File: config.mk
export PLATFORM = sky130hd
export DESIGN_NAME = sdram_cmd_monitor
export DESIGN_NICKNAME = d
export VERILOG_FILES = /design/src/rtl/sdrmon_pkg.sv /design/src/rtl/sdrmon_decode.sv /design/src/rtl/sdrmon_gap.sv /design/src/rtl/sdrmon_bank.sv /design/src/rtl/sdram_cmd_monitor.sv
export SDC_FILE = /design/constraint.sdc
export NUM_CORES = 1
export LEC_CHECK = 0
export CAP_MARGIN = 20
export CORE_UTILIZATION = 45
export DETAILED_ROUTE_END_ITERATION = 7
export DONT_BUFFER_PORTS = 1
export GPL_ROUTABILITY_DRIVEN = 1
export PLACE_DENSITY = 0.71
export SYNTH_ARGS = -nofsm -noshare
export SYNTH_HDL_FRONTEND = slang
export SYNTH_SLANG_ARGS = --single-unit
File: constraint.sdc
create_clock -name clk_i -period 1.8 [get_ports clk_i]
set_input_delay 0.54 -clock clk_i [delete_from_list [all_inputs] [get_ports clk_i]]
set_output_delay 0.54 -clock clk_i [all_outputs]
set_load 0.01 [all_outputs]
File: src/rtl/sdrmon_pkg.sv
`timescale 1ns/1ps
package sdrmon_pkg;
  typedef enum logic [2:0] {
    CMD_NOP, CMD_ACT, CMD_RD, CMD_WR, CMD_PRE, CMD_REF, CMD_LMR
  } cmd_e;

  localparam logic [3:0] ERR_NONE        = 4'd0;
  localparam logic [3:0] ERR_IDLE_ACCESS = 4'd1;
  localparam logic [3:0] ERR_ACT_OPEN    = 4'd2;
  localparam logic [3:0] ERR_RAS         = 4'd3;
  localparam logic [3:0] ERR_RRD         = 4'd4;
  localparam logic [3:0] ERR_RFC         = 4'd5;
  localparam logic [3:0] ERR_MRD         = 4'd6;
  localparam logic [3:0] ERR_REF_LATE    = 4'd7;
endpackage

File: src/rtl/sdrmon_decode.sv
`timescale 1ns/1ps
module sdrmon_decode
  import sdrmon_pkg::*;
(
  input  logic cke_i,
  input  logic cs_n_i,
  input  logic ras_n_i,
  input  logic cas_n_i,
  input  logic we_n_i,
  output cmd_e cmd_o
);
  // only selected, clock-enabled cycles carry a command
  always_comb begin
    cmd_o = CMD_NOP;
    if (cke_i && !cs_n_i) begin
      case ({ras_n_i, cas_n_i, we_n_i})
        3'b011:  cmd_o = CMD_ACT;
        3'b101:  cmd_o = CMD_RD;
        3'b100:  cmd_o = CMD_WR;
        3'b010:  cmd_o = CMD_PRE;
        3'b001:  cmd_o = CMD_REF;
        3'b000:  cmd_o = CMD_LMR;
        default: cmd_o = CMD_NOP;
      endcase
    end
  end
endmodule

File: src/rtl/sdrmon_gap.sv
`timescale 1ns/1ps
module sdrmon_gap #(
  parameter int GAP = 2
) (
  input  logic clk_i,
  input  logic rst_ni,
  input  logic load_i,
  output logic busy_o
);
  localparam int CW = $clog2(GAP + 1);

  logic [CW-1:0] cnt_q;

  // Window of GAP-1 cycles after the loading edge
  always_ff @(posedge clk_i) begin
    if (!rst_ni)                 cnt_q <= '0;
    else if (load_i)             cnt_q <= CW'(GAP - 1);
    else if (cnt_q != '0)        cnt_q <= cnt_q - 1'b1;
  end

  assign busy_o = (cnt_q != '0);

  // Covers the spacing windows of R6
  generate
    if (GAP > 1) begin : g_chk
      p_gap_armed_r7: assert property (@(posedge clk_i) disable iff (!rst_ni)
        load_i |=> busy_o);
      p_gap_drains_r9: assert property (@(posedge clk_i) disable iff (!rst_ni)
        (!load_i && !busy_o) |=> !busy_o);
    end
  endgenerate
endmodule

File: src/rtl/sdrmon_bank.sv
`timescale 1ns/1ps
module sdrmon_bank #(
  parameter int ADDR_W = 12,
  parameter int T_RAS  = 6
) (
  input  logic              clk_i,
  input  logic              rst_ni,
  input  logic              act_i,
  input  logic              pre_i,
  input  logic [ADDR_W-1:0] row_i,
  output logic              active_o,
  output logic [ADDR_W-1:0] row_o,
  output logic              ras_busy_o
);
  logic open_now;
  assign open_now = act_i && !active_o;

  always_ff @(posedge clk_i) begin
    if (!rst_ni) begin
      active_o <= 1'b0;
      row_o    <= '0;
    end else if (open_now) begin
      active_o <= 1'b1;
      row_o    <= row_i;
    end else if (pre_i) begin
      active_o <= 1'b0;
    end
  end

  sdrmon_gap #(.GAP(T_RAS)) ras_win_i (
    .clk_i  (clk_i),
    .rst_ni (rst_ni),
    .load_i (open_now),
    .busy_o (ras_busy_o)
  );

  p_open_sets_row_r2: assert property (@(posedge clk_i) disable iff (!rst_ni)
    (act_i && !active_o) |=> (active_o && row_o == $past(row_i)));
  p_close_clears_r2: assert property (@(posedge clk_i) disable iff (!rst_ni)
    (pre_i && !act_i) |=> !active_o);
  p_reopen_keeps_row_r5: assert property (@(posedge clk_i) disable iff (!rst_ni)
    (act_i && active_o && !pre_i) |=> (active_o && $stable(row_o)));
endmodule

File: src/rtl/sdram_cmd_monitor.sv
`timescale 1ns/1ps
module sdram_cmd_monitor
  import sdrmon_pkg::*;
#(
  parameter int NUM_BANKS    = 4,
  parameter int ADDR_W       = 12,
  parameter int AP_BIT       = 10,
  parameter int T_RAS        = 6,
  parameter int T_RRD        = 2,
  parameter int T_RFC        = 8,
  parameter int T_MRD        = 2,
  parameter int REF_INTERVAL = 2080,
  localparam int BA_W        = (NUM_BANKS > 1) ? $clog2(NUM_BANKS) : 1
) (
  input  logic                        clk_i,
  input  logic                        rst_ni,
  input  logic                        cke_i,
  input  logic                        cs_n_i,
  input  logic                        ras_n_i,
  input  logic                        cas_n_i,
  input  logic                        we_n_i,
  input  logic [BA_W-1:0]             ba_i,
  input  logic [ADDR_W-1:0]           addr_i,
  output logic                        err_o,
  output logic [3:0]                  err_code_o,
  output logic [NUM_BANKS-1:0]        bank_active_o,
  output logic [NUM_BANKS*ADDR_W-1:0] bank_row_o
);
  localparam int RW = $clog2(REF_INTERVAL + 1);

  cmd_e cmd_c;
  logic [NUM_BANKS-1:0] sel_c, pre_c, ras_busy;
  logic cur_open, rrd_busy, rfc_busy, mrd_busy, is_act, is_col;
  logic [BA_W-1:0] last_ba_q;
  logic [RW-1:0]   ref_cnt_q;
  logic late_hit, late_now, late_pend_q;
  logic [3:0] cmd_code, next_code;

  sdrmon_decode dec_i (
    .cke_i(cke_i), .cs_n_i(cs_n_i), .ras_n_i(ras_n_i),
    .cas_n_i(cas_n_i), .we_n_i(we_n_i), .cmd_o(cmd_c)
  );

  assign is_act = (cmd_c == CMD_ACT);
  assign is_col = (cmd_c == CMD_RD) || (cmd_c == CMD_WR);

  generate
    for (genvar b = 0; b < NUM_BANKS; b++) begin : g_bank
      assign sel_c[b] = (ba_i == BA_W'(b));
      assign pre_c[b] = (cmd_c == CMD_PRE) && (sel_c[b] || addr_i[AP_BIT]);
      sdrmon_bank #(.ADDR_W(ADDR_W), .T_RAS(T_RAS)) bank_i (
        .clk_i      (clk_i),
        .rst_ni     (rst_ni),
        .act_i      (is_act && sel_c[b]),
        .pre_i      (pre_c[b]),
        .row_i      (addr_i),
        .active_o   (bank_active_o[b]),
        .row_o      (bank_row_o[b*ADDR_W +: ADDR_W]),
        .ras_busy_o (ras_busy[b])
      );
    end
  endgenerate

  assign cur_open = |(sel_c & bank_active_o);

  sdrmon_gap #(.GAP(T_RRD)) rrd_win_i (
    .clk_i(clk_i), .rst_ni(rst_ni), .load_i(is_act), .busy_o(rrd_busy));
  sdrmon_gap #(.GAP(T_RFC)) rfc_win_i (
    .clk_i(clk_i), .rst_ni(rst_ni), .load_i(cmd_c == CMD_REF), .busy_o(rfc_busy));
  sdrmon_gap #(.GAP(T_MRD)) mrd_win_i (
    .clk_i(clk_i), .rst_ni(rst_ni), .load_i(cmd_c == CMD_LMR), .busy_o(mrd_busy));

  always_ff @(posedge clk_i) begin
    if (!rst_ni)     last_ba_q <= '0;
    else if (is_act) last_ba_q <= ba_i;
  end

  // lowest code wins among rules broken by one command
  always_comb begin
    cmd_code = ERR_NONE;
    if (is_col && !cur_open)                             cmd_code = ERR_IDLE_ACCESS;
    else if (is_act && cur_open)                         cmd_code = ERR_ACT_OPEN;
    else if (|(pre_c & ras_busy & bank_active_o))        cmd_code = ERR_RAS;
    else if (is_act && rrd_busy && ba_i != last_ba_q)    cmd_code = ERR_RRD;
    else if (is_act && rfc_busy)                         cmd_code = ERR_RFC;
    else if (cmd_c != CMD_NOP && mrd_busy)               cmd_code = ERR_MRD;
  end

  // refresh deadline, restarting on refresh or on expiry
  assign late_hit = (ref_cnt_q == RW'(REF_INTERVAL - 1)) && (cmd_c != CMD_REF);
  assign late_now = late_hit || late_pend_q;

  always_ff @(posedge clk_i) begin
    if (!rst_ni)                  ref_cnt_q <= '0;
    else if (cmd_c == CMD_REF)    ref_cnt_q <= '0;
    else if (late_hit)            ref_cnt_q <= '0;
    else                          ref_cnt_q <= ref_cnt_q + 1'b1;
  end

  assign next_code = (cmd_code != ERR_NONE) ? cmd_code :
                     (late_now ? ERR_REF_LATE : ERR_NONE);

  always_ff @(posedge clk_i) begin
    if (!rst_ni) begin
      late_pend_q <= 1'b0;
      err_o       <= 1'b0;
      err_code_o  <= ERR_NONE;
    end else begin
      late_pend_q <= late_now && (cmd_code != ERR_NONE);
      err_o       <= (next_code != ERR_NONE);
      err_code_o  <= next_code;
    end
  end

  p_code_range_r3: assert property (@(posedge clk_i) disable iff (!rst_ni)
    err_o |-> (err_code_o >= 4'd1 && err_code_o <= 4'd7));
  p_idle_access_r4: assert property (@(posedge clk_i) disable iff (!rst_ni)
    (is_col && !cur_open) |=> (err_o && err_code_o == ERR_IDLE_ACCESS));
  p_late_reported_r11: assert property (@(posedge clk_i) disable iff (!rst_ni)
    (late_hit && cmd_code == ERR_NONE) |=> (err_code_o == ERR_REF_LATE));
  p_late_deferred_r12: assert property (@(posedge clk_i) disable iff (!rst_ni)
    (late_now && cmd_code != ERR_NONE) |=> (err_code_o != ERR_REF_LATE));
  generate
    if (T_MRD >= 2) begin : g_mrd_chk
      p_mode_gap_r9: assert property (@(posedge clk_i) disable iff (!rst_ni)
        ($past(cmd_c == CMD_LMR) && cmd_c != CMD_NOP) |=> err_o);
    end
  endgenerate
endmodule

Word-level counts from Yosys, hierarchy flattened
Index checks and enable logic that the tools add are counted.

storage, ports and cells
  bits of input ports = 21
  register bits = 92
  logic and storage cells = 154
  output and inout bits = 57

cells by class
  $add $sub $neg = 8
  reductions and logical operators = 66
  equal/unequal tests = 17
  muxes and demuxes = 32
  bitwise logic cells = 4

operator list
  operator                                                             number
  3-bit 2-to-1 mux                                                     18
  2-bit nonzero test                                                   13
  1-bit logical AND                                                    21
  3-bit case mux with 6 select lines                                   1
  3-bit == test (second input constant)                                5
  3-bit nonzero test                                                   5
  2-bit OR reduction                                                   7
  12-bit by 1-bit adder with 12-bit output (second input constant)     1
  4-bit bitwise AND                                                    3
  12-bit == test (second input constant)                               1
  3-bit by 2-bit == test with 1-bit output (second input constant)     4
  1-bit 2-to-1 mux                                                     12
  4-bit nonzero test                                                   3
  3-bit by 1-bit subtractor with 3-bit output (second input constant)  4
  4-bit OR reduction                                                   2
  3-bit by 1-bit == test with 1-bit output (second input constant)     2
  1-bit logical NOT                                                    6
  1-bit logical OR                                                     6
  2-bit == test (second input constant)                                2
  4-bit 2-to-1 mux                                                     1
  2-bit by 1-bit subtractor with 2-bit output (second input constant)  2
  4-bit by 1-bit subtractor with 4-bit output (second input constant)  1
  3-bit logical NOT                                                    1
  3-bit inequality test (second input constant)                        1
  other kinds (5)                                                      5

Longest topological paths before layout
Gate-level depths: netlist of run 1.

  depth after elaboration = 14
  mapped depth = 8
  mapped depth without buffers = 8

Cells and area by module
A second synthesis of run 1 with hierarchy kept.

second synthesis, totals
  cells, all modules = 488
  area total of the unflattened synthesis = 4,445.5 um^2

modules (own cells, without submodules)
  module                                        area an instance (um^2)  sequential area each (um^2)  cells each  times used
  sdrmon_bank                                   539.3                    260.2                        57          4
  sdram_cmd_monitor                             1,088.5                  380.4                        134         1
  sdrmon_gap at g_bank[0].bank_i.ras_win_i ...  173.9                    60.1                         19          4
  sdrmon_gap at mrd_win_i ...                   125.1                    40.0                         11          2
  sdrmon_gap at rfc_win_i                       212.7                    80.1                         22          1
  sdrmon_decode                                 41.3                     0.0                          6           1

Worst setup path before layout of run 1
OpenSTA, ideal clock, no wires.

  path kind = input to register
  from = input port cs_n_i
  to = register g_bank[0].bank_i.row_o[5]
  buffers on the path = 2
  stages on the path = 7
  setup slack = -64 ps
  data arrival time = 1,748 ps
  cell sequence = nand3b_1 or2_4 or4_1 buf_2 buf_6 nand2_1 a21boi_1

between the ends
  cells in the longest elaborated chain, start to end = 6

RTL lines
  item                                      RTL line                 source
  start: declaration                        sdram_cmd_monitor.sv:18  input logic cs_n_i,
  1-bit logical NOT                         sdrmon_decode.sv:15      if (cke_i && !cs_n_i) begin
  1-bit logical AND                         sdrmon_decode.sv:15
  3-bit 2-to-1 mux                          sdrmon_decode.sv:15
  3-bit by 1-bit == test with 1-bit output  sdram_cmd_monitor.sv:44  assign is_act = (cmd_c == CMD_ACT);
  1-bit logical AND                         sdram_cmd_monitor.sv:54  .act_i (is_act && sel_c[b]),
  1-bit logical AND                         sdrmon_bank.sv:16        assign open_now = act_i && !active_o;
  end signal: assignment                    sdrmon_bank.sv:24        row_o <= row_i;
  end: declaration                          sdrmon_bank.sv:12        output logic [ADDR_W-1:0] row_o,

No other way between the ends.
A chain may end at the register's enable or synchronous reset.

Final worst setup path of run 1
  from = register g_bank[3].bank_i.ras_win_i.cnt_q[0]
  to = register err_code_o[1]

between the ends
  cells in the longest elaborated chain, start to end = 9

RTL lines
  item                                 RTL line                  source
  start: declaration                   sdrmon_gap.sv:12          logic [CW-1:0] cnt_q;
  start signal: assignment             sdrmon_gap.sv:17          else if (load_i) cnt_q <= CW'(GAP - 1);
  start signal: assignment             sdrmon_gap.sv:18          else if (cnt_q != '0) cnt_q <= cnt_q - 1'b1;
  3-bit nonzero test (*)               sdrmon_gap.sv:21          assign busy_o = (cnt_q != '0);
  4-bit bitwise AND (*) (2 in series)  sdram_cmd_monitor.sv:83   else if (|(pre_c & ras_busy & bank_active_o)) cmd_code = ERR_RAS;
  4-bit OR reduction (*)               sdram_cmd_monitor.sv:83
  3-bit 2-to-1 mux (*)                 sdram_cmd_monitor.sv:83
  3-bit 2-to-1 mux (*)                 sdram_cmd_monitor.sv:82   else if (is_act && cur_open) cmd_code = ERR_ACT_OPEN;
  3-bit 2-to-1 mux (*)                 sdram_cmd_monitor.sv:81   if (is_col && !cur_open) cmd_code = ERR_IDLE_ACCESS;
  4-bit nonzero test                   sdram_cmd_monitor.sv:100  assign next_code = (cmd_code != ERR_NONE) ? cmd_code :
  4-bit 2-to-1 mux (*)                 sdram_cmd_monitor.sv:100
  end signal: assignment               sdram_cmd_monitor.sv:111  err_code_o <= next_code;
  end: declaration                     sdram_cmd_monitor.sv:25   output logic [3:0] err_code_o,

Mark *: on every way between the ends. The rest lies on a longest branch, timed or not.

==> results of run 1 <==
## metal layers
metal | vias up | track usage (%) | share of wire [%]
met5 | - | 0 | 0
met4 | 0 | 6.56 | 1.3
met3 | 11 | 5.83 | 5.7
met2 | 62 | 31.4 | 49
met1 | 1458 | 23.0 | 44
li1 | 1530 | - | -
## placed cells by master (no fill, tap or decap), types with 3 or more instances in the layout
| cell | count |
|---|---|
| dfxtp_1 | 87 |
| nand2_1 | 85 |
| buf_4 | 31 |
| nor2_1 | 28 |
| a21boi_0 | 23 |
| a21boi_1 | 23 |
| mux2i_1 | 17 |
| nor2b_1 | 16 |
| inv_1 | 13 |
| xnor2_1 | 11 |
| ha_1 | 10 |
| clkbuf_8 | 10 |
| xor2_1 | 9 |
| o21a_1 | 8 |
| and3_1 | 7 |
| o211ai_1 | 7 |
| nand3_1 | 7 |
| nand2b_1 | 5 |
| or3_1 | 5 |
| a21oi_1 | 5 |
| nor3_1 | 5 |
| inv_2 | 4 |
| o21ai_0 | 4 |
| dfxtp_2 | 4 |
| buf_12 | 4 |
| nand2b_4 | 3 |
| inv_6 | 3 |
## area by class of cell
cell class / count / area, µm² / area share, %
clock inverters: 6 / 68.8 / 1.47
clock buffers: 10 / 138 / 2.94
repair buffers: 35 / 313 / 6.69
well taps: 108 / 135 / 2.89
multi-input cells: 314 / 2130 / 45.6
flip-flops and latches: 91 / 1830 / 39.1
inverters: 17 / 63.8 / 1.36
## repair_timing
item                       4_1_cts  5_1_grt
buffers inserted                 0        5
setup endpoints to repair        3        5
pin swaps                        1        9
resized for setup                0       19
## report_power, final
| part | internal (mW) | switching (mW) | leakage, nW |
|---|---|---|---|
| clock | 0.692 | 0.750 | 0.104 |
| combinational | 0.831 | 0.711 | 0.872 |
| sequential | 2.24 | 0.141 | 0.740 |
| total | 3.76 | 1.60 | 1.72 |
## cell usage after synthesis, types with 3 or more instances
library cell	instances	area share, %
dfxtp_1	91	44
or3_1	5	0.76
nand2b_1	8	1.2
nor2b_1	16	2.4
ha_1	13	4.0
xnor2_1	11	2.3
a21boi_0	24	4.4
and3_1	7	1.1
xor2_1	9	1.9
a21oi_1	6	0.73
o21ai_0	4	0.49
buf_6	3	0.82
nor2_1	28	2.6
buf_2	5	0.61
buf_4	10	1.8
mux2i_1	17	4.1
nand2_1	85	7.8
o21a_1	8	1.5
inv_1	17	1.6
clkbuf_1	11	1.0
a21boi_1	22	4.0
o211ai_1	7	1.3
nor3_1	5	0.61
nand3_1	7	0.85
## worst max-delay path by stage
stage / start / endpoint / slack (ns) / depth (start not counted)
floorplan: cs_n_i / g_bank[0].bank_i.row_o[5] / -0.05 / 7
global placement: cs_n_i / g_bank[1].bank_i.row_o[3] / -0.09 / 6
detailed placement: cs_n_i / g_bank[1].bank_i.row_o[11] / -0.14 / 6
CTS: g_bank[3].bank_i.ras_win_i.cnt_q[0] / err_o / 0.003 / 8
global route: g_bank[3].bank_i.ras_win_i.cnt_q[0] / err_code_o[1] / -0.03 / 8
finish: g_bank[3].bank_i.ras_win_i.cnt_q[0] / err_code_o[1] / 0.06 / 8
## state kept, by name, summed over array words and instances (netlist names)
register                       cells
err_code_o                         3
g_bank.bank_i.row_o               48
err_o                              1
rfc_win_i.cnt_q                    4
rrd_win_i.cnt_q                    2
ref_cnt_q                         12
late_pend_q                        1
g_bank.bank_i.ras_win_i.cnt_q     12
g_bank.bank_i.active_o             4
mrd_win_i.cnt_q                    2
last_ba_q                          2
## kinds of logic (layout without fill, tap and decap cells)
family	count (synthesis)	in the layout	synth area share (%)
mux	20	20	5.23
fa+ha+maj	13	13	3.96
other cells	1	1	0.0912
buf+inv	46	68	5.81
xor+xnor	20	20	4.26
simple gates	178	178	21.7
compound gates	82	82	14.6
flops	91	91	44.3
## metrics by stage
stage | power (mW) | hold WS (ns) | std cells
after floorplan | 3.42 | 0.426 | 451
after global placement | 3.63 | 0.441 | 560
after detailed placement | 3.74 | 0.455 | 560
after CTS | 5.18 | 0.288 | 576
after global routing | 5.73 | 0.280 | 581
final | 5.37 | 0.298 | 581
==> results.txt, run 1 <==
Status -> finished, final reports clean
H-tree depth -> 3
CP bufs+invs -> 1
P_leak -> 1.72 nW
Startpoint Class -> flop
Clk sinks -> 91
Synth Net Count -> 485
Drt drc -> 0
Fmax -> 0.575 GHz
Final WS setup -> 0.0595 ns
Synth warn -> 0
Ys flop type -> dfxtp_1
Total global-route track usage -> 18.9%
Vias in the first global route -> 2991
Family with the most delay on the worst path -> compound AO/OA/AOI/OAI gates
Finished Cell Area -> 4680 µm²
Final Setup Violations -> 0
Post-synthesis cell area -> 4110 µm²
Final Cycle Share -> 96.7%
Final number of max-transition violations -> 0
Initial antenna violation count -> 0
Maxcap violations -> 0
EDFF count, synth -> 0
Die Area -> 9520 µm²
CP endpoint kind -> flop
Port bufs -> 0
PD cells -> 1150 nW/µm²
CTS tree -> done
CP Cell Sequence -> inv_2, ha_4, nand2b_4, a22oi_2, o211ai_1, a211oi_2, and4_4, o21a_1
Core area -> 8760 µm²
Worst hold path startpoint -> rst_ni
Detailed placer's ending HPWL -> 6140 µm
Post-Synthesis Cells -> 451
#FFs+latches synth -> 91
Die width -> 97.6 µm
# fillers -> 766
Clock root cell -> clkbuf_8
Register area share after synthesis -> 44.3%
Grt total ovfl -> 0
Worst Path Arrival -> 2.05 ns
Drt pass-1 iters -> 4
Antenna-violating nets left -> 0
Worst R2R Setup Slack -> 0.06 ns
Reg2reg end -> err_code_o[1]
Nets -> 502
Avg Cell Area, Syn -> 9.12 µm²
Area grow syn2layout -> 13.8%
Starting density of the core -> 46.9%
Share of layout cells above drive strength 1 -> 17.5%
Diode count -> 0
Avg WL per Cell -> 15.2 µm
Final Hold Vio Count -> 0
Die height -> 97.6 µm
Top Ports -> 78
Worst r2r src -> g_bank[3].bank_i.ras_win_i.cnt_q[0]
Cts bufs inserted -> 9
Clk_lat worst skew -> 0.36 ns
Core Rows -> 34
Max Root-Sink Buffers -> 2
Iter 0 DRT Violations -> 131
Via density -> 5.27
Clk pin slew, worst setup/hold paths -> 0.09 ns
CP peak stage delay -> 0.38 ns
Worst Hold Depth -> 1
Setup TNS -> 0 ns
Maximum vdd drop -> 0.405 mV
CP required -> 2.11 ns
Worst Skew -> 0.00952 ns
Hold-fix buffers, CTS -> 0
Count of cell types in the netlist -> 48
Hold Path Sink -> rfc_win_i.cnt_q[2]
DP Area -> 4370 µm²
Crit-path slowest cell -> a211oi_2
FF-to-FF path depth -> 8
Vias after detailed routing -> 3061
Final WL -> 8850 µm
Fin crit period -> 1.74 ns
Dpl ws -> -0.139 ns
Final GP Congestion -> 0.873
Critical path type -> reg -> reg
Ys async rst share -> 0%
First-pass GRT wire length -> 14400 µm
Largest net degree at the start of global routing -> 80
Critical Path Fanout Max -> 4
Worst hold path class -> in -> reg
Fin util -> 53.4%
No activity file was read; power rests on OpenSTA's default activity.
==> run 2, diff against run 1 <==
Settings changed: SYNTH_HIERARCHICAL set to 1, TNS_END_PERCENT set to 50.
==> run 2 against run 1 <==
The run now ends with negative setup slack left; final area grew 11%; synthesized cell count grew 8.2%; sequential share of layout area shrank 3.8 points; synthesized area grew 8.1%; power grew 4.1%; routed wire length grew 2.6%; clock power shrank 5%; global-route usage shrank 0.36 points; worst hold slack lost 0.0038 ns; non-clock buffer count grew 9; critical endpoint is now err_code_o[2].
==> results.txt, run 2 <==
Final WS setup -> -0.129 ns (was 0.0595 ns)
Logic pwr share -> 33.7% (was 28.7%)
Clk sinks -> 91 (unchanged)
Grt total ovfl -> 0 (unchanged)
Port bufs -> 0 (unchanged)
Startpoint Class -> primary input (was flop)
Area grow syn2layout -> 16.3% (was 13.8%)
Via density -> 5.01 (was 5.27)
Final Setup Violations -> 48 (was 0)
RSZ-0062 raised after global routing -> yes
Maxcap violations -> 0 (unchanged)
P_leak -> 2.12 nW (was 1.72 nW)
CP peak stage delay -> 0.28 ns (was 0.38 ns)
Synth Net Count -> 526 (was 485)
Final Hold Vio Count -> 0 (unchanged)
Max Root-Sink Buffers -> 2 (unchanged)
Largest net degree at the start of global routing -> 117 (was 80)
Total global-route track usage -> 18.5% (was 18.9%)
Final GP Congestion -> 0.797 (was 0.873)
CP endpoint kind -> flop (unchanged)
Diode count -> 0 (unchanged)
Clk_lat worst skew -> 0.37 ns (was 0.36 ns)
Drt pass-1 iters -> 4 (unchanged)
Vias after detailed routing -> 3269 (was 3061)
Most frequent cells in the layout -> nand2_1 (111), dfxtp_1 (90), mux2i_1 (53) (was dfxtp_1 (87), nand2_1 (85), buf_4 (31))
Ys async rst share -> 0% (unchanged)
Mux cell area share after synthesis -> 12.4% (was 5.23%)
Largest family of logic cells by synthesized area -> simple AND/OR/NAND/NOR gates (unchanged)
Worst Skew -> 0.0136 ns (was 0.00952 ns)
Crit-path slowest cell -> nor3b_2 (was a211oi_2)
Worst Path Arrival -> 2.19 ns (was 2.05 ns)
Worst R2R Setup Slack -> -0.12 ns (was 0.06 ns)
Clock root cell -> clkbuf_8 (unchanged)
Critical path type -> in -> reg (was reg -> reg)
Synth top area cells -> dfxtp_1 (41%), mux2i_1 (12%), nand2_1 (9.5%), ha_1 (4.8%), inv_1 (3.8%) (was dfxtp_1 (44%), nand2_1 (7.8%), a21boi_0 (4.4%), mux2i_1 (4.1%), a21boi_1 (4.0%))
Final Cycle Share -> 107% (was 96.7%)
Antenna-violating nets left -> 0 (unchanged)
Synth Area in XOR/XNOR -> 3.94% (was 4.26%)
Avg WL per Cell -> 13.9 µm (was 15.2 µm)
Top Ports -> 78 (unchanged)
Top-area cell type share of the netlist area -> 41.0% (was 44.3%)
Worst hold path class -> in -> reg (unchanged)
Iter 0 DRT Violations -> 145 (was 131)
Sequential share of power -> 41.8% (was 44.4%)
Reg with most FFs -> g_bank.bank_i/row_o (was g_bank.bank_i.row_o)
Core area -> 9420 µm² (was 8760 µm²)
Leading cell types by count after synthesis -> nand2_1 (113), dfxtp_1 (91), mux2i_1 (53), inv_1 (45), nor2_1 (19) (was dfxtp_1 (91), nand2_1 (85), nor2_1 (28), a21boi_0 (24), a21boi_1 (22))
Violated checks -> negative setup slack
Stages on worst setup path -> 9 (was 8)
Leading area contributor after synthesis -> dfxtp_1 (unchanged)
Post-synthesis cell area -> 4450 µm² (was 4110 µm²)
Nets -> 556 (was 502)
Hold-fix buffers, CTS -> 0 (unchanged)
Compound-Gate Fraction of Synth Area -> 10.0% (was 14.6%)
#FFs+latches synth -> 91 (unchanged)
Final number of max-transition violations -> 0 (unchanged)
Max FFs per register -> 48 (unchanged)
Avg Cell Area, Syn -> 9.11 µm² (was 9.12 µm²)
Capture point of the worst path -> err_code_o[2] (was err_code_o[1])
Drt drc -> 0 (unchanged)
CP Cell Sequence -> nand2b_4, a211oi_4, nor3b_2, o21ai_0, buf_4, o221ai_2, nor4_2, o21a_1, a32o_1 (was inv_2, ha_4, nand2b_4, a22oi_2, o211ai_1, a211oi_2, and4_4, o21a_1)
Starting density of the core -> 47.2% (was 46.9%)
Commonest non-fill, non-tap cell in the layout -> nand2_1 (was dfxtp_1)
Net Sw Frac -> 32.5% (was 29.9%)
Top flop regs -> g_bank.bank_i/row_o x48, g_bank.bank_i/ras_win_i/cnt_q x12, ref_cnt_q x12 (was g_bank.bank_i.row_o x48, g_bank.bank_i.ras_win_i.cnt_q x12, ref_cnt_q x12)
Worst Hold Depth -> 2 (was 1)
PD cells -> 1080 nW/µm² (was 1150 nW/µm²)
Share of layout cells above drive strength 1 -> 19.7% (was 17.5%)
Fmax -> 0.518 GHz (was 0.575 GHz)
Switching power -> 1.82 mW (was 1.60 mW)
H-tree depth -> 3 (unchanged)
Maximum vdd drop -> 0.430 mV (was 0.405 mV)
Final WL -> 9080 µm (was 8850 µm)
Die height -> 101 µm (was 97.6 µm)
EDFF count, synth -> 0 (unchanged)
Setup TNS -> -1.84 ns (was 0 ns)
Vias in the first global route -> 3262 (was 2991)
Register area share after synthesis -> 41.0% (was 44.3%)
Post-Synthesis Cells -> 488 (was 451)
Status -> finished with violations (was finished, final reports clean)
First-pass GRT wire length -> 14700 µm (was 14400 µm)
Reg2reg end -> err_code_o[2] (was err_code_o[1])
FF-to-FF path depth -> 6 (was 8)
Clk pin slew, worst setup/hold paths -> 0.11 ns (was 0.09 ns)
Finished Cell Area -> 5170 µm² (was 4680 µm²)
Core Rows -> 35 (was 34)
Die width -> 101 µm (was 97.6 µm)
Family with the most delay on the worst path -> compound AO/OA/AOI/OAI gates (unchanged)
CP required -> 2.06 ns (was 2.11 ns)
Detailed placer's ending HPWL -> 6550 µm (was 6140 µm)
Count of cell types in the netlist -> 51 (was 48)
Die Area -> 10300 µm² (was 9520 µm²)
Ys flop type -> dfxtp_1 (unchanged)
Worst r2r src -> g_bank[3].bank_i/active_o (was g_bank[3].bank_i.ras_win_i.cnt_q[0])
Fin crit period -> 1.93 ns (was 1.74 ns)
Area share of fa/ha/maj cells after synthesis -> 4.78% (was 3.96%)
Cts bufs inserted -> 9 (unchanged)
CP bufs+invs -> 1 (unchanged)
Critical Path Fanout Max -> 4 (unchanged)
DP Area -> 4850 µm² (was 4370 µm²)
Initial antenna violation count -> 0 (unchanged)
Clk network pwr share -> 24.6% (was 26.9%)
P_int -> 3.77 mW (was 3.76 mW)
Most frequent cell after synthesis -> nand2_1 (was dfxtp_1)
CTS tree -> done (unchanged)
Crit path launch -> cs_n_i (was g_bank[3].bank_i.ras_win_i.cnt_q[0])
Synth warn -> 6 (was 0)
Simple-Gate Fraction of Synth Area -> 18.8% (was 21.7%)
-- run 2: cell types whose count changed in the layout (fill, tap and decap cells not counted), moves of 6 or more --
cell,previous run,this run
nor2_1,28,17
nor2b_4,0,7
o211ai_1,7,1
a21boi_0,23,1
a21boi_1,23,1
buf_4,31,39
ha_1,10,17
a21oi_1,5,15
nor2b_1,16,8
mux2i_1,17,53
nand2_1,85,111
inv_1,13,42
a2111oi_4,0,6
-- run 2: layer usage --
| metal | global-route usage [%] | part of all wire, % |
|---|---|---|
| met1 | 20.2 | 41 |
| met2 | 31.4 | 48 |
| met3 | 8.49 | 9.1 |
| met4 | 7.13 | 1.9 |
| met5 | 0 | 0 |
-- run 2: final cells by class --
| cell class | instances | area [µm²] |
|---|---|---|
| fillers | 820 | 4240 |
| multi-input cells | 323 | 2400 |
| flip-flops and latches | 91 | 1820 |
| repair buffers | 44 | 398 |
| inverters | 49 | 186 |
| well taps | 129 | 161 |
| clock buffers | 9 | 124 |
| clock inverters | 7 | 73.8 |
-- run 2: power groups by stage --
stage               clock network (mW)  logic, mW  registers (mW)
finish                            1.37       1.88            2.33
detailed placement                   0       1.86            2.38
CTS                               1.43       1.88            2.33
global placement                     0       1.79            2.37
floorplan                            0       1.43            2.37
global route                      1.50       2.08            2.36
-- run 2: worst reg2reg max path, cell delays in order, from the launching register on --
cell      delay (ns)
dfxtp_1         0.33
mux4_2          0.50
or3b_4          0.40
o221ai_2        0.09
nor4_2          0.09
o21a_1          0.20
a32o_1          0.21
-- run 2: metrics by stage --
| stage | utilization [%] | cells | hold WS, ns | setup WS (ns) | power [mW] |
|---|---|---|---|---|---|
| 3_3_place_gp | 51.5 | 630 | 0.442 | -0.504 | 4.16 |
| 6_report | 54.9 | 652 | 0.294 | -0.129 | 5.59 |
| 2_1_floorplan | - | 488 | 0.430 | -0.419 | 3.80 |
| 3_5_place_dp | 51.5 | 630 | 0.457 | -0.541 | 4.25 |
| 5_1_grt | 54.9 | 652 | 0.272 | -0.212 | 5.94 |
| 4_1_cts | 53.9 | 647 | 0.271 | -0.122 | 5.64 |
-- run 2: how the worst min path moves through the flow --
| stage | startpoint | endpoint |
|---|---|---|
| after floorplan | ref_cnt_q[0] | ref_cnt_q[0] |
| after global placement | ref_cnt_q[0] | ref_cnt_q[0] |
| after detailed placement | ref_cnt_q[0] | ref_cnt_q[0] |
| after CTS | addr_i[2] | g_bank[2].bank_i/row_o[2] |
| after global routing | addr_i[2] | g_bank[2].bank_i/row_o[2] |
| final | addr_i[1] | g_bank[3].bank_i/row_o[1] |
-- run 2: what timing repair did --
action	in CTS	in global routing
resized for setup	4	10
endpoints found under the hold margin	0	0
pin swaps	1	3
cloned	0	1
endpoints found under the setup margin	44	73
buffers inserted	1	4
-- run 2: logic make-up (layout without fill, tap and decap cells) --
logic type,after synthesis,count (layout)
AOI/OAI and AO/OA,51,51
and+or+nand+nor,180,180
other,1,1
muxes,54,54
adders and majority gates,17,17
buffers and inverters,74,109
DFF,91,91
xor gates and xnor gates,20,20
==> run 3, diff against run 2 <==
Settings changed: CTS_CLUSTER_SIZE set to 24, GPL_TIMING_DRIVEN set to 0, REMOVE_ABC_BUFFERS set to 1.
==> run 3 against run 2 <==
The flow still finishes with violations (negative setup slack); sequential power is essentially flat; power shrank 5.3%; via count fell by 1.9%; critical path type unchanged; worst hold slack improved by 0.013 ns; combinational power down 15%; routed wire length rose by 2.6%; register-to-register slack got worse by 0.16 ns; global-route usage about the same; sequential cell count is the same; maximum frequency shrank 8.6%; count of clock-buffer cells in the layout did not move; first-iteration DRC count down 6.9%.
==> results.txt, run 3 (synthesis gave the netlist of run 2 again) <==
Detailed placer's ending HPWL -> 5920 µm (was 6550 µm)
CP endpoint kind -> flop (unchanged)
Family with the most delay on the worst path -> simple AND/OR/NAND/NOR gates (was compound AO/OA/AOI/OAI gates)
Dpl ws -> -1.52 ns (was -0.541 ns)
Clk pin slew, worst setup/hold paths -> 0.10 ns (was 0.11 ns)
Critical Path Fanout Max -> 4 (unchanged)
Die width -> 101 µm (unchanged)
Starting density of the core -> 47.2% (unchanged)
Diode count -> 0 (unchanged)
Worst Skew -> 0.0117 ns (was 0.0136 ns)
Gr busiest metal -> met2 (unchanged)
M3 GR Usage -> 6.28% (was 8.49%)
Hold-fix buffers, CTS -> 0 (unchanged)
Final Cycle Share -> 117% (was 107%)
H-tree depth -> 3 (unchanged)
Core area -> 9420 µm² (unchanged)
Maximum vdd drop -> 0.469 mV (was 0.430 mV)
Most frequent cells in the layout -> nand2_1 (111), dfxtp_1 (85), mux2i_1 (53) (was nand2_1 (111), dfxtp_1 (90), mux2i_1 (53))
Top Ports -> 78 (unchanged)
CP Cell Sequence -> or3b_4, a21oi_4, nor3b_4, nor2b_4, a32o_2, nor4_2, o21a_1, a32o_1 (was nand2b_4, a211oi_4, nor3b_2, o21ai_0, buf_4, o221ai_2, nor4_2, o21a_1, a32o_1)
PD cells -> 1050 nW/µm² (was 1080 nW/µm²)
First-pass GRT wire length -> 14900 µm (was 14700 µm)
Worst r2r src -> g_bank[3].bank_i/active_o (unchanged)
Iter 0 DRT Violations -> 135 (was 145)
RSZ-0062 raised after global routing -> yes (unchanged)
Total global-route track usage -> 18.5% (about the same)
Drt drc -> 0 (unchanged)
Die height -> 101 µm (unchanged)
Final Hold Vio Count -> 0 (unchanged)
Fin crit period -> 2.11 ns (was 1.93 ns)
P_leak -> 2.01 nW (was 2.12 nW)
Critical path type -> in -> reg (unchanged)
Clk sinks -> 91 (unchanged)
Grt total ovfl -> 0 (unchanged)
Worst Path Arrival -> 2.41 ns (was 2.19 ns)
Crit path launch -> cas_n_i (was cs_n_i)
Core Rows -> 35 (unchanged)
Largest net degree at the start of global routing -> 117 (unchanged)
Final number of max-transition violations -> 0 (unchanged)
Commonest non-fill, non-tap cell in the layout -> nand2_1 (unchanged)
Violated checks -> negative setup slack (unchanged)
CTS tree -> done (unchanged)
CP peak stage delay -> 0.40 ns (was 0.28 ns)
Final WS setup -> -0.312 ns (was -0.129 ns)
Drt pass-1 iters -> 5 (was 4)
Clock root cell -> clkbuf_8 (unchanged)
Vias in the first global route -> 3191 (was 3262)
Worst hold path class -> in -> reg (unchanged)
Antenna-violating nets left -> 0 (unchanged)
Startpoint Class -> primary input (unchanged)
CP required -> 2.10 ns (was 2.06 ns)
Clk_lat worst skew -> 0.36 ns (was 0.37 ns)
Worst hold path startpoint -> addr_i[2] (was addr_i[1])
Max FFs per register -> 48 (unchanged)
Nets -> 535 (was 556)
Final GP Congestion -> 0.821 (was 0.797)
Fin util -> 53.7% (was 54.9%)
Die Area -> 10300 µm² (unchanged)
Initial antenna violation count -> 0 (unchanged)
Crit-path slowest cell -> nor4_2 (was nor3b_2)
Met2 Track Usage GR -> 32.3% (was 31.4%)
Top flop regs -> g_bank.bank_i/row_o x48, g_bank.bank_i/ras_win_i/cnt_q x12, ref_cnt_q x12 (unchanged)
Via density -> 5.08 (was 5.01)
Fmax -> 0.474 GHz (was 0.518 GHz)
Area grow syn2layout -> 13.7% (was 16.3%)
Final Setup Violations -> 65 (was 48)
Max Root-Sink Buffers -> 2 (unchanged)
Maxcap violations -> 0 (unchanged)
Reg with most FFs -> g_bank.bank_i/row_o (unchanged)
Share of layout cells above drive strength 1 -> 19.3% (was 19.7%)
Avg WL per Cell -> 14.8 µm (was 13.9 µm)
Final WL -> 9320 µm (was 9080 µm)
CP bufs+invs -> 0 (was 1)
Vias after detailed routing -> 3206 (was 3269)
Cts bufs inserted -> 9 (unchanged)
Port bufs -> 0 (unchanged)
Met1 Use GR -> 21.5% (was 20.2%)
Status -> finished with violations (unchanged)
[run 3: routing by layer]
layer	wire length (µm)	share of wire, %
met1	3950	42
met2	4500	48
met5	0	0
met4	92	0.99
met3	779	8.4
[run 3: final timing paths]
path / endpoint / slack, ns / depth (start not counted)
setup / recovery: err_code_o[2] / -0.31 / 8
hold / removal: g_bank[1].bank_i/row_o[2] / 0.31 / 2
setup reg to reg: err_code_o[2] / -0.28 / 6
hold reg to reg: ref_cnt_q[0] / 0.48 / 1
[run 3: repair_timing]
| action | 4_1_cts | 5_1_grt |
|---|---|---|
| resized for setup | 38 | 21 |
| endpoints found under the setup margin | 85 | 74 |
| cloned | 2 | 0 |
| pin swaps | 7 | 7 |
| buffers inserted | 14 | 7 |
[run 3: cell type report]
class                           count  area, µm²
Tap cell                          129        161
Sequential cell                    91       1830
Multi-Input combinational cell    323       2410
Inverter                           49        186
Fill cell                         835       4360
Timing Repair Buffer               23        267
Clock buffer                        9        124
Clock inverter                      7       67.6
[run 3: report_power, final]
part | total (mW) | switching (mW) | internal [mW]
registers | 2.35 | 0.141 | 2.21
clock network | 1.35 | 0.806 | 0.541
logic | 1.59 | 0.808 | 0.781
total | 5.29 | 1.76 | 3.54
[run 3: metrics by stage]
step                power (mW)  instance area (µm²)  instances  setup TNS, ns  hold slack (ns)
floorplan                 3.60                 4230        463         -55.20            0.430
global placement          3.75                 4390        592         -94.99            0.442
detailed placement        3.84                 4390        592         -99.88            0.457
CTS                       5.27                 4950        624          -4.93            0.290
global route              5.61                 5050        631         -14.90            0.287
finish                    5.29                 5050        631         -10.70            0.307
